`src/rtl/bus_recover_pkg.sv`:
```
package bus_recover_pkg;
  typedef enum logic [2:0] {
    ST_IDLE,
    ST_LOW,
    ST_HIGH,
    ST_SETUP,
    ST_HOLD,
    ST_DONE,
    ST_FAIL
  } rec_state_e;
endpackage

```
`src/rtl/bus_recover_timer.sv`:
```
module bus_recover_timer #(
  parameter int CW = 4
) (
  input  logic          clk_i,
  input  logic          rst_ni,
  input  logic          load_i,
  input  logic [CW-1:0] load_val_i,
  output logic          zero_o
);
  logic [CW-1:0] cnt_q;

  always_ff @(posedge clk_i or negedge rst_ni) begin
    if (!rst_ni)               cnt_q <= '0;
    else if (load_i)           cnt_q <= load_val_i;
    else if (cnt_q != '0)      cnt_q <= cnt_q - 1'b1;
  end

  assign zero_o = (cnt_q == '0);

  // expired timer stays expired until reloaded
  assert_timer_hold_R3: assert property (@(posedge clk_i) disable iff (!rst_ni)
    (zero_o && !load_i) |=> zero_o);
endmodule

```
`src/rtl/bus_recover_pcount.sv`:
```
module bus_recover_pcount #(
  parameter int MAX_PULSES = 9,
  parameter int PW = 4
) (
  input  logic          clk_i,
  input  logic          rst_ni,
  input  logic          clr_i,
  input  logic          inc_i,
  output logic [PW-1:0] cnt_o,
  output logic          last_o
);
  always_ff @(posedge clk_i or negedge rst_ni) begin
    if (!rst_ni)     cnt_o <= '0;
    else if (clr_i)  cnt_o <= '0;
    else if (inc_i)  cnt_o <= cnt_o + 1'b1;
  end

  assign last_o = (cnt_o == PW'(MAX_PULSES));

  assert_pulse_bound_R6: assert property (@(posedge clk_i) disable iff (!rst_ni)
    cnt_o <= PW'(MAX_PULSES));
endmodule

```
`src/rtl/bus_recover.sv`:
```
module bus_recover
  import bus_recover_pkg::*;
#(
  parameter int LOW_CYC    = 470,
  parameter int HIGH_CYC   = 400,
  parameter int SETUP_CYC  = 470,
  parameter int HOLD_CYC   = 400,
  parameter int MAX_PULSES = 9
) (
  input  logic clk_i,
  input  logic rst_ni,
  input  logic req_i,
  input  logic sda_i,
  output logic scl_o,
  output logic sda_oe_o,
  output logic busy_o,
  output logic done_o,
  output logic fail_o
);
  localparam int MAX_A = (LOW_CYC > HIGH_CYC) ? LOW_CYC : HIGH_CYC;
  localparam int MAX_B = (SETUP_CYC > HOLD_CYC) ? SETUP_CYC : HOLD_CYC;
  localparam int MAXC  = (MAX_A > MAX_B) ? MAX_A : MAX_B;
  localparam int CW    = (MAXC > 1) ? $clog2(MAXC) : 1;
  localparam int PW    = $clog2(MAX_PULSES + 1);

  rec_state_e    st_q, st_d;
  logic          t_zero, t_load, last_pulse;
  logic [CW-1:0] t_val;
  logic [PW-1:0] pcnt;

  always_comb begin
    st_d = st_q;
    unique case (st_q)
      ST_IDLE:  if (req_i)  st_d = ST_LOW;
      ST_LOW:   if (t_zero) st_d = ST_HIGH;
      ST_HIGH:  if (t_zero) begin
                  if (sda_i)           st_d = ST_SETUP;
                  else if (last_pulse) st_d = ST_FAIL;
                  else                 st_d = ST_LOW;
                end
      ST_SETUP: if (t_zero) st_d = ST_HOLD;
      ST_HOLD:  if (t_zero) st_d = ST_DONE;
      ST_DONE:  st_d = ST_IDLE;
      ST_FAIL:  st_d = ST_IDLE;
      default:  st_d = ST_IDLE;
    endcase
  end

  always_comb begin
    unique case (st_d)
      ST_LOW:   t_val = CW'(LOW_CYC - 1);
      ST_HIGH:  t_val = CW'(HIGH_CYC - 1);
      ST_SETUP: t_val = CW'(SETUP_CYC - 1);
      ST_HOLD:  t_val = CW'(HOLD_CYC - 1);
      default:  t_val = '0;
    endcase
  end

  assign t_load = (st_d != st_q);

  always_ff @(posedge clk_i or negedge rst_ni) begin
    if (!rst_ni) st_q <= ST_IDLE;
    else         st_q <= st_d;
  end

  bus_recover_timer #(.CW(CW)) u_timer (
    .clk_i      (clk_i),
    .rst_ni     (rst_ni),
    .load_i     (t_load),
    .load_val_i (t_val),
    .zero_o     (t_zero)
  );

  bus_recover_pcount #(.MAX_PULSES(MAX_PULSES), .PW(PW)) u_pcount (
    .clk_i  (clk_i),
    .rst_ni (rst_ni),
    .clr_i  (st_q == ST_IDLE && req_i),
    .inc_i  (st_q == ST_LOW && st_d == ST_HIGH),
    .cnt_o  (pcnt),
    .last_o (last_pulse)
  );

  assign scl_o    = (st_q != ST_LOW);
  assign sda_oe_o = (st_q == ST_HOLD);
  assign busy_o   = (st_q != ST_IDLE);
  assign done_o   = (st_q == ST_DONE);
  assign fail_o   = (st_q == ST_FAIL);

  assert_fail_at_limit_R6: assert property (@(posedge clk_i) disable iff (!rst_ni)
    fail_o |-> (pcnt == PW'(MAX_PULSES)));

  assert_start_scl_high_R7: assert property (@(posedge clk_i) disable iff (!rst_ni)
    $rose(sda_oe_o) |-> (scl_o && $past(scl_o)));

  assert_done_after_hold_R7: assert property (@(posedge clk_i) disable iff (!rst_ni)
    done_o |-> $past(sda_oe_o));

  assert_busy_hold_R8: assert property (@(posedge clk_i) disable iff (!rst_ni)
    (busy_o && !done_o && !fail_o) |=> busy_o);
endmodule

```
`config.mk`:
```
export PLATFORM = sky130hd
export DESIGN_NAME = bus_recover
export DESIGN_NICKNAME = d
export VERILOG_FILES = /design/src/rtl/bus_recover_pkg.sv /design/src/rtl/bus_recover_timer.sv /design/src/rtl/bus_recover_pcount.sv /design/src/rtl/bus_recover.sv
export SDC_FILE = /design/constraint.sdc
export NUM_CORES = 1
export LEC_CHECK = 0
export ABC_AREA = 1
export ABC_CLOCK_PERIOD_IN_PS = 3050
export BUFFER_PORTS_ARGS = -buffer_cell sky130_fd_sc_hd__buf_4
export CORE_MARGIN = 4
export CORE_UTILIZATION = 30
export CTS_CLUSTER_DIAMETER = 60
export DETAILED_ROUTE_END_ITERATION = 8
export PLACE_DENSITY = 0.51
export SYNTH_ARGS = -nofsm -noshare
export SYNTH_HDL_FRONTEND = slang
export SYNTH_SLANG_ARGS = --single-unit
```
`constraint.sdc`:
```
create_clock -name clk_i -period 3.05 [get_ports clk_i]
set_input_delay 0.305 -clock clk_i [delete_from_list [all_inputs] [get_ports clk_i]]
set_output_delay 0.305 -clock clk_i [all_outputs]
set_load 0.05 [all_outputs]
```
==> results list, run 1 <==
* Result of the run: completed
- STA classifies the critical path endpoint as a flip-flop.
- Hold Fails Final Rpt: 0
- Measured in cells, the most critical reg-to-reg path has a length of 15.
- Number of distinct library cell variants in the gate-level netlist after synthesis: 23
- Data arrival time of the worst path: about 2.2 ns
- Once detail routing completed, the nets flagged for antenna violations numbered 0.
* Clock latency reported for the late side of the worst-skew pair: 0.26 ns
- Excluding fillers, the count of instances in the completed layout stands at 213.
- The number of antenna violations at the first check in global routing was 0.
* Half-perimeter wire length of the detailed placement result: approximately 2 mm
- Proportion of layout cells with a drive suffix above 1: between 20% and 30%
* Number of H-tree levels: 1
- Cell area reported after detailed placement: between 1000 and 1500 sq um
* Total of flip-flops plus latches after synthesis: 16
- The tree is rooted in a clkbuf_8.
* CP max FO: 10
- Gpl congestion: 0.871
- Worst-margin pin slew: roughly 0.34 ns
- Family of cells with the greatest summed delay on the critical path: simple AND/OR/NAND/NOR gates
* Resized Gates After CTS: 0
* Standard cell with the maximum stage delay on the critical path: dfrtp_1
* Ranking of synthesized cells by area: dfrtp_1, nand3_1, nand2_1, inv_1, xor2_1
* Post-Synthesis Mean Instance Area: about 7.6 sq um
- Total global-route track usage: a little under an eighth
* Switching Share: a little over a fifth
* Most used routing layer: met2
* First-pass iteration count of the detailed router: 4
* Fraction of the core area covered by cells at the end of the flow: between 30% and 40%
- Clock sink count: 16
* Int Power: about 0.30 mW
- The net count of the finished layout is about 180.
- Entering global routing, the biggest net connects 17 pins.
- Final Slew Violations: 0
* Cell Rows: 22
- Slowest Stage Delay on Critical Path: 0.41 ns
- After routing the design area is approximately 1300 sq um.
- The synthesized design spends more area on one cell type than any other, namely dfrtp_1.
- Count of vias placed by the detailed router: a little over 1k
- The analysis attributes to net switching a power of between 0.08 and 0.09 mW.
- Setup repair after global routing left no endpoint under its margin.
* Sequential power share: between 50 and 60%
* Final setup vio count: 0
- The worst register-to-register path ends at u_timer.cnt_q[1].
* Buffers from clock root to sink, at most: 2
- The die covers slightly below 5000 sq um.
- The region available for standard cell placement spans between 3000 and 4000 sq um.
* Global-route wire length before repair: about 4.6 mm
- For this design the top-level I/O count stands at 9.
- Summed instance area of the synthesized netlist: approximately 1200 sq um
* Drt total wl: 2.54 mm
- At the worst endpoint, the required time is roughly 3.2 ns.
- The design draws 0.388 mW.
* DRC violations left: 0
- Global routing used about an eighth of the available met1 tracks.
- Leading cell type in the layout, fill and taps excluded: nand2_1
* Violation count after the first detailed-route iteration: a little under 80
* List of cells traversed by the critical path: inv_1, ha_1, nand2_1, nor2_4, nand2_2, nand2_4, nand3_1, nor2_2, nand2_2, nand2_4, nand2_8, nand2_1, nand2_1, nand2_1, nand2_1
- Maximum VDD drop: roughly 0.091 mV
- The worst setup path is of the reg -> reg kind.
- P&R area growth vs syn: 14.8%
- Path type of the worst min-delay path: in -> reg
- Counting both buffers and inverters, the worst setup path holds a total of 1.
- Post-synthesis cell count: 153
* Total negative slack: 0 ns
- Global routing met3 resource utilization: under 10%
- Measured along the y axis, the die boundary spans 70.1 um.
- In the post-route analysis, the smallest setup slack over all paths is just over 1 ns.
- Prior to clock tree synthesis, the placed netlist has a worst setup slack of around 1.1 ns.
- TritonCTS built the clock tree.
- The analysis attributes to cell leakage a power of between 0.6 and 0.7 nW.
* Worst Hold Depth: 4
- Headroom to the max-slew limit came out at 77.0%.
- Area share of the leading cell type in the synthesized netlist: 34.6%
* Nets in the synthesized netlist: approximately 160
- Counting tap cells, the placed design contains a total of around 210 instances.
- In this run the horizontal extent of the chip is between 70 and 80 um.
* Grt met2 use: ~20%
- Of the available clock period, the critical path in the final layout requires roughly 66%.
- Power spread over the standard cell area amounts to between 200 and 300 nW/um^2.
* Shortest period the worst path allows: between 2 and 2.5 ns
- Clock group share of total power: about 43%
- The total overflow left after global routing is 0.
* Effective utilization at floorplan: between 30% and 40%
- The number of global-route vias before repair is roughly 1.1k.
- Dividing the detail-routed via count by the number of cells gives roughly 4.8.
- For this run, the number of Yosys warnings is 0.
- Dividing the detail-routed wire length by the instance count gives ~12 um.
- Clock-pin slew was measured on the worst setup and hold paths at roughly 0.070 ns.
- Commonest cells after routing, fill and taps aside: nand2_1, nand3_1, inv_1
* HP Start: req_i
* Hold Slack: 0.362 ns
* Antenna diode count: 0
- The path with the worst hold slack has its endpoint at u_pcount.cnt_o[2].
- Number of port buffers: 8
- Clock buffer count from CTS: 3
* Combinational share of power: approximately 2.3%
- Startpoint kind of the worst setup timing path: flip-flop
- Achievable frequency: between 400 and 500 MHz
- Startpoint of the worst-slack reg-to-reg timing path: u_timer.cnt_q[0]
* Worst Skew: 0.00929 ns
- In this design, the critical path's most frequently occurring cell is nand2_1.
- Number of max-capacitance violations reported: 0
- Internal reg-to-reg setup slack: 1.03 ns
- Sequential area share after synthesis: 34.6%
-- power groups by stage --
stage / clock (mW) / sequential [mW] / combinational [mW]
6_report: 0.166 / 0.212 / 0.00903
5_1_grt: 0.181 / 0.212 / 0.0105
4_1_cts: 0.168 / 0.212 / 0.00956
3_5_place_dp: 0 / 0.216 / 0.00853
3_3_place_gp: 0 / 0.216 / 0.00847
2_1_floorplan: 0 / 0.216 / 0.000684
-- kinds of logic after synthesis --
kind of cell / count (synthesis) / synth area share [%]
adders and majority gates: 4 / 4.32
and+or+nand+nor: 85 / 39.8
buffers and inverters: 26 / 8.43
AOI/OAI and AO/OA: 13 / 5.95
DFF: 16 / 34.6
muxes: 1 / 0.865
xor gates and xnor gates: 8 / 6.05
-- synth_stat cells --
master     n
a21oi_1   10
nand2_4    2
nor2_1    13
ha_1       4
mux2i_1    1
o211ai_1   1
inv_2      6
inv_1     20
nand4_1    2
nand3_1   21
xor2_1     7
o22ai_1    1
nand2_8    1
nor2_8     1
nand2_1   22
o21ai_0    1
and3_1     1
dfrtp_1   16
nor2_2     4
xnor2_1    1
nor3_1     8
nor2_4     3
nand2_2    7
-- worst max path at each step --
stage / slack [ns] / start / end / depth (start not counted)
finish: 1.03 / u_timer.cnt_q[0] / u_timer.cnt_q[1] / 15
global placement: 1.07 / u_timer.cnt_q[0] / u_timer.cnt_q[1] / 15
global route: 0.81 / u_timer.cnt_q[0] / u_timer.cnt_q[3] / 14
floorplan: 1.15 / st_q[0] / done_o / 2
detailed placement: 1.09 / u_timer.cnt_q[0] / u_timer.cnt_q[4] / 14
CTS: 1.02 / u_timer.cnt_q[0] / u_timer.cnt_q[3] / 14
-- registers in the layout, indices dropped and copies added, names as in the netlist --
signal,flops
u_pcount.cnt_o,4
st_q,3
u_timer.cnt_q,9
-- cell type report --
type | instances | area (sq um)
well taps | 48 | 60.1
flip-flops and latches | 16 | 400
multi-input cells | 111 | 659
repair buffers | 9 | 70.1
clock buffers | 3 | 41.3
fillers | 403 | 2360
inverters | 26 | 97.6
-- worst reg2reg max path: stages, from the launching register on --
cell     delay, ns
dfrtp_1       0.41
inv_1         0.12
ha_1          0.17
nand2_1       0.09
nor2_4        0.13
nand2_2       0.08
nand2_4       0.07
nand3_1       0.08
nor2_2        0.17
nand2_2       0.09
nand2_4       0.15
nand2_8       0.08
nand2_1       0.11
nand2_1       0.07
nand2_1       0.05
nand2_1       0.04
-- layer usage --
metal,vias to the layer above,share of wire (%),wire [um]
li1,514,-,-
met1,472,44,1120
met2,22,49,1240
met3,7,4.4,111
met4,0,2.3,58
met5,-,0,0
-- repair_timing --
| action | CTS | global route |
|---|---|---|
| buffers inserted | 0 | 0 |
| endpoints found under the hold margin | 16 | 0 |
| hold buffers | 1 | 0 |
(Power assumes the default switching activity.)
==> run 2: changes to the inputs <==
Settings changed: ABC_CLOCK_PERIOD_IN_PS 3050 to 1750, PLACE_DENSITY 0.51 to 0.52.
Clock period 3.05 ns to 1.75 ns, I/O delays scaled along.
==> results list, run 2 (synthesis results as in run 1) <==
- Setup repair after global routing could not meet its margin everywhere.
- Gpl congestion: 0.893 (+2.4%)
- HP Start: req_i
- Half-perimeter wire length of the detailed placement result: 2.22 mm (+13%)
- The largest registers in the layout are u_timer.cnt_q (9), u_pcount.cnt_o (4), st_q (3).
- Slowest Stage Delay on Critical Path: 0.38 ns (-0.03 ns)
* Final setup vio count: 11 (+11)
* Final Slew Violations: 0 (unchanged)
- Remaining number of nets flagged by the antenna check after routing: 0 (unchanged)
- Required time of the critical path: 1.92 ns (-1.27 ns)
- Clock buffer count from CTS: 3 (unchanged)
- The worst setup path is launched from a flip-flop.
- End of the worst register-to-register path: u_timer.cnt_q[4]
- Tracing the worst setup path back leads to its startpoint at u_timer.cnt_q[0].
* Violation count after the first detailed-route iteration: 145 (+84%)
- The clock tree skew after final layout is 0.00209 ns (-0.00720 ns).
* Routed vias/inst: 4.70 (-1.4%)
- The effective utilization at floorplan came to 31.4% (unchanged).
- The maximum fanout along the worst path came to 7 (-3).
- The total number of nets in the final design was 211 (+21%).
* Maximum VDD drop: 0.155 mV (+70%)
* Number of max-capacitance violations reported: 0 (unchanged)
- The placeable core area was 3690 sq um (unchanged).
- The total inserted antenna cells came to 0 (unchanged).
- Worst Hold Depth: 4 (unchanged)
- The worst setup path is captured at a flip-flop.
- The fraction of layout cells with a size suffix above 1 was 49.5% (+28 points).
* Hold Fails Final Rpt: 0 (unchanged)
- Via count of the first global-routing pass: 1181 (+12%)
* First-pass iteration count of the detailed router: 4 (unchanged)
* Register with the most flip-flops: u_timer.cnt_q
- Flip-flop count of the largest register, all copies and words added: 9 (unchanged)
- Final-layout fill cell count: 349 (-13%)
- The highest achievable clock rate came to 534 MHz (+7.7%).
- Commonest cells after routing, fill and taps aside: buf_4, nand2_1, dfrtp_1
- The die outline height was 70.1 um (unchanged).
- Worst-margin pin slew: 0.392 ns (+0.0500 ns)
* Failing checks: negative setup slack
- The wire length of the first global-routing pass is 5.23 mm (+14%).
* Critical path capture point: u_timer.cnt_q[4]
* Result of the run: complete, but fails checks
- The setup path with the least slack is of type reg -> reg.
- The routed via count came to 1175 (+16%).
- The arrival time of data at the critical path endpoint was 2.05 ns (-0.11 ns).
- The number of antenna violations at the first check in global routing was 0 (unchanged).
* Buffers from clock root to sink, at most: 2 (unchanged)
- Drt total wl: 2.93 mm (+16%)
* List of cells traversed by the critical path: inv_2, ha_4, inv_2, nor2_1, nand2_1, nor2_4, nand3_2, nor2_2, nor2_2, nand2_4, nor2_8, nand2_8, nand2_1, a21oi_1
* Total global-route track usage: 12.9% (+1.4 points)
- The count of buffer and inverter cells on the critical path was 2 (+1).
* Cell Rows: 22 (unchanged)
- Worst setup margin: -0.123 ns (-1.16 ns)
* Final clock period utilization by the worst path: 107% (+41 points)
- Leading cell type in the layout, fill and taps excluded: buf_4
* Maximum number of pins on one net before global-route repair: 17 (unchanged)
* Power density relative to cell area: 398 nW/um^2 (+36%)
- Die Width: 70.1 um (unchanged)
- The clock sink count was 16 (unchanged).
- In this run the critical register-to-register path is launched from u_timer.cnt_q[0].
* IO Count: 9 (unchanged)
- The minimum clock period after layout is 1.87 ns (-0.145 ns).
- Worst slew margin relative to its limit: 73.6% (-3.4 points)
* Cell count after placement: 235 (+12%)
* Clock transition at the register clock pins on the worst setup and hold paths after CTS: 0.06 ns (about the same)
* Number of cells in the finished layout apart from fillers: 250 (+17%)
- The number of design rule violations left after detail routing is 0 (unchanged).
- The floorplan die area is 4920 sq um (unchanged).
- Total negative slack: -0.984 ns (-0.984 ns)
- The cell depth of the worst setup path was 14 (-1).
* Standard cell with the maximum stage delay on the critical path: dfrtp_1
- Avg WL per Cell: 11.7 um (-1.6%)
- The count of input and output buffers came to 8 (unchanged).
- The worst reg2reg path depth is 14 (-1).
* Buffer type at the clock tree root: clkbuf_8
* Sum of overflow across all layers after global routing: 0 (unchanged)
- The leakage power figure is 0.885 nW (+35%).
- The count of H-tree levels built during CTS came to 1 (unchanged).
- Clock latency reported for the late side of the worst-skew pair: 0.25 ns (about the same)
- Internal reg-to-reg setup slack: -0.12 ns (-1.16 ns)
* Family of cells with the greatest summed delay on the critical path: simple AND/OR/NAND/NOR gates
- P&R area growth vs syn: 54.1%
- The worst hold path belongs to the class in -> reg.
* TritonCTS clock tree: built
run 2: cell count changes in the layout (fill, tap and decap cells not counted), moves of 3 or more:
| cell | before | now |
|---|---|---|
| buf_4 | 8 | 38 |
| nand2_1 | 22 | 18 |
| a21oi_1 | 10 | 7 |
| inv_2 | 6 | 11 |
| a21oi_2 | 0 | 3 |
| nor2_1 | 13 | 10 |
| nand3_2 | 0 | 10 |
| inv_1 | 20 | 15 |
| nand3_1 | 21 | 11 |
| buf_12 | 0 | 3 |
| nor2_4 | 3 | 6 |
run 2: metrics by stage:
stage | cell area [sq um] | worst slack, ns | total power [mW] | hold WS [ns] | util [%]
floorplan | 1170 | -0.00767 | 0.378 | -0.121 | -
global placement | 1500 | -0.147 | 0.391 | 0.0447 | 40.5
detailed placement | 1500 | -0.131 | 0.391 | 0.0490 | 40.5
CTS | 1740 | -0.0543 | 0.724 | 0.245 | 47.1
global route | 1780 | -0.302 | 0.735 | 0.275 | 48.3
finish | 1780 | -0.123 | 0.709 | 0.255 | 48.3
run 2: final cells by class:
class                      instances  area, sq um  share of cell area, %
multi-input combinational        112          792                   44.4
sequential                        16          400                   22.5
timing repair buffer              44          378                   21.2
inverter                          26         97.6                   5.47
tap                               48         60.1                   3.37
clock buffer                       4         55.1                   3.09
run 2: timing repair:
action / CTS / global route
endpoints found under the setup margin: 11 / 11
gates resized for setup: 29 / 5
hold buffers: 1 / 0
endpoints found under the hold margin: 16 / 0
setup buffers: 5 / 4
cloned: 1 / 0
pin swaps: 3 / 10
run 2: report_power, final:
part / internal, mW / switching [mW] / leakage, nW
Combinational: 0.00635 / 0.00980 / 0.695
Sequential: 0.370 / 0 / 0.161
Clock: 0.200 / 0.124 / 0.0288
run 2: how the worst min path moves through the flow:
| stage | endpoint | slack (ns) |
|---|---|---|
| 2_1_floorplan | st_q[0] | -0.12 |
| 5_1_grt | u_pcount.cnt_o[3] | 0.27 |
| 3_5_place_dp | u_timer.cnt_q[2] | 0.05 |
| 6_report | u_pcount.cnt_o[3] | 0.25 |
| 4_1_cts | u_pcount.cnt_o[3] | 0.25 |
| 3_3_place_gp | u_timer.cnt_q[8] | 0.04 |
run 2: layer usage:
layer	wire [um]	GRT usage [%]	up-vias
met5	0	0	-
met4	44	4.47	0
met3	88	1.73	5
met2	1490	22.8	24
met1	1310	16.0	558
li1	-	-	588
run 2: tightest hold or removal path: stages:
cell	delay, ns
buf_4	0.08
nand2_2	0.08
inv_1	0.08
nor2_1	0.05
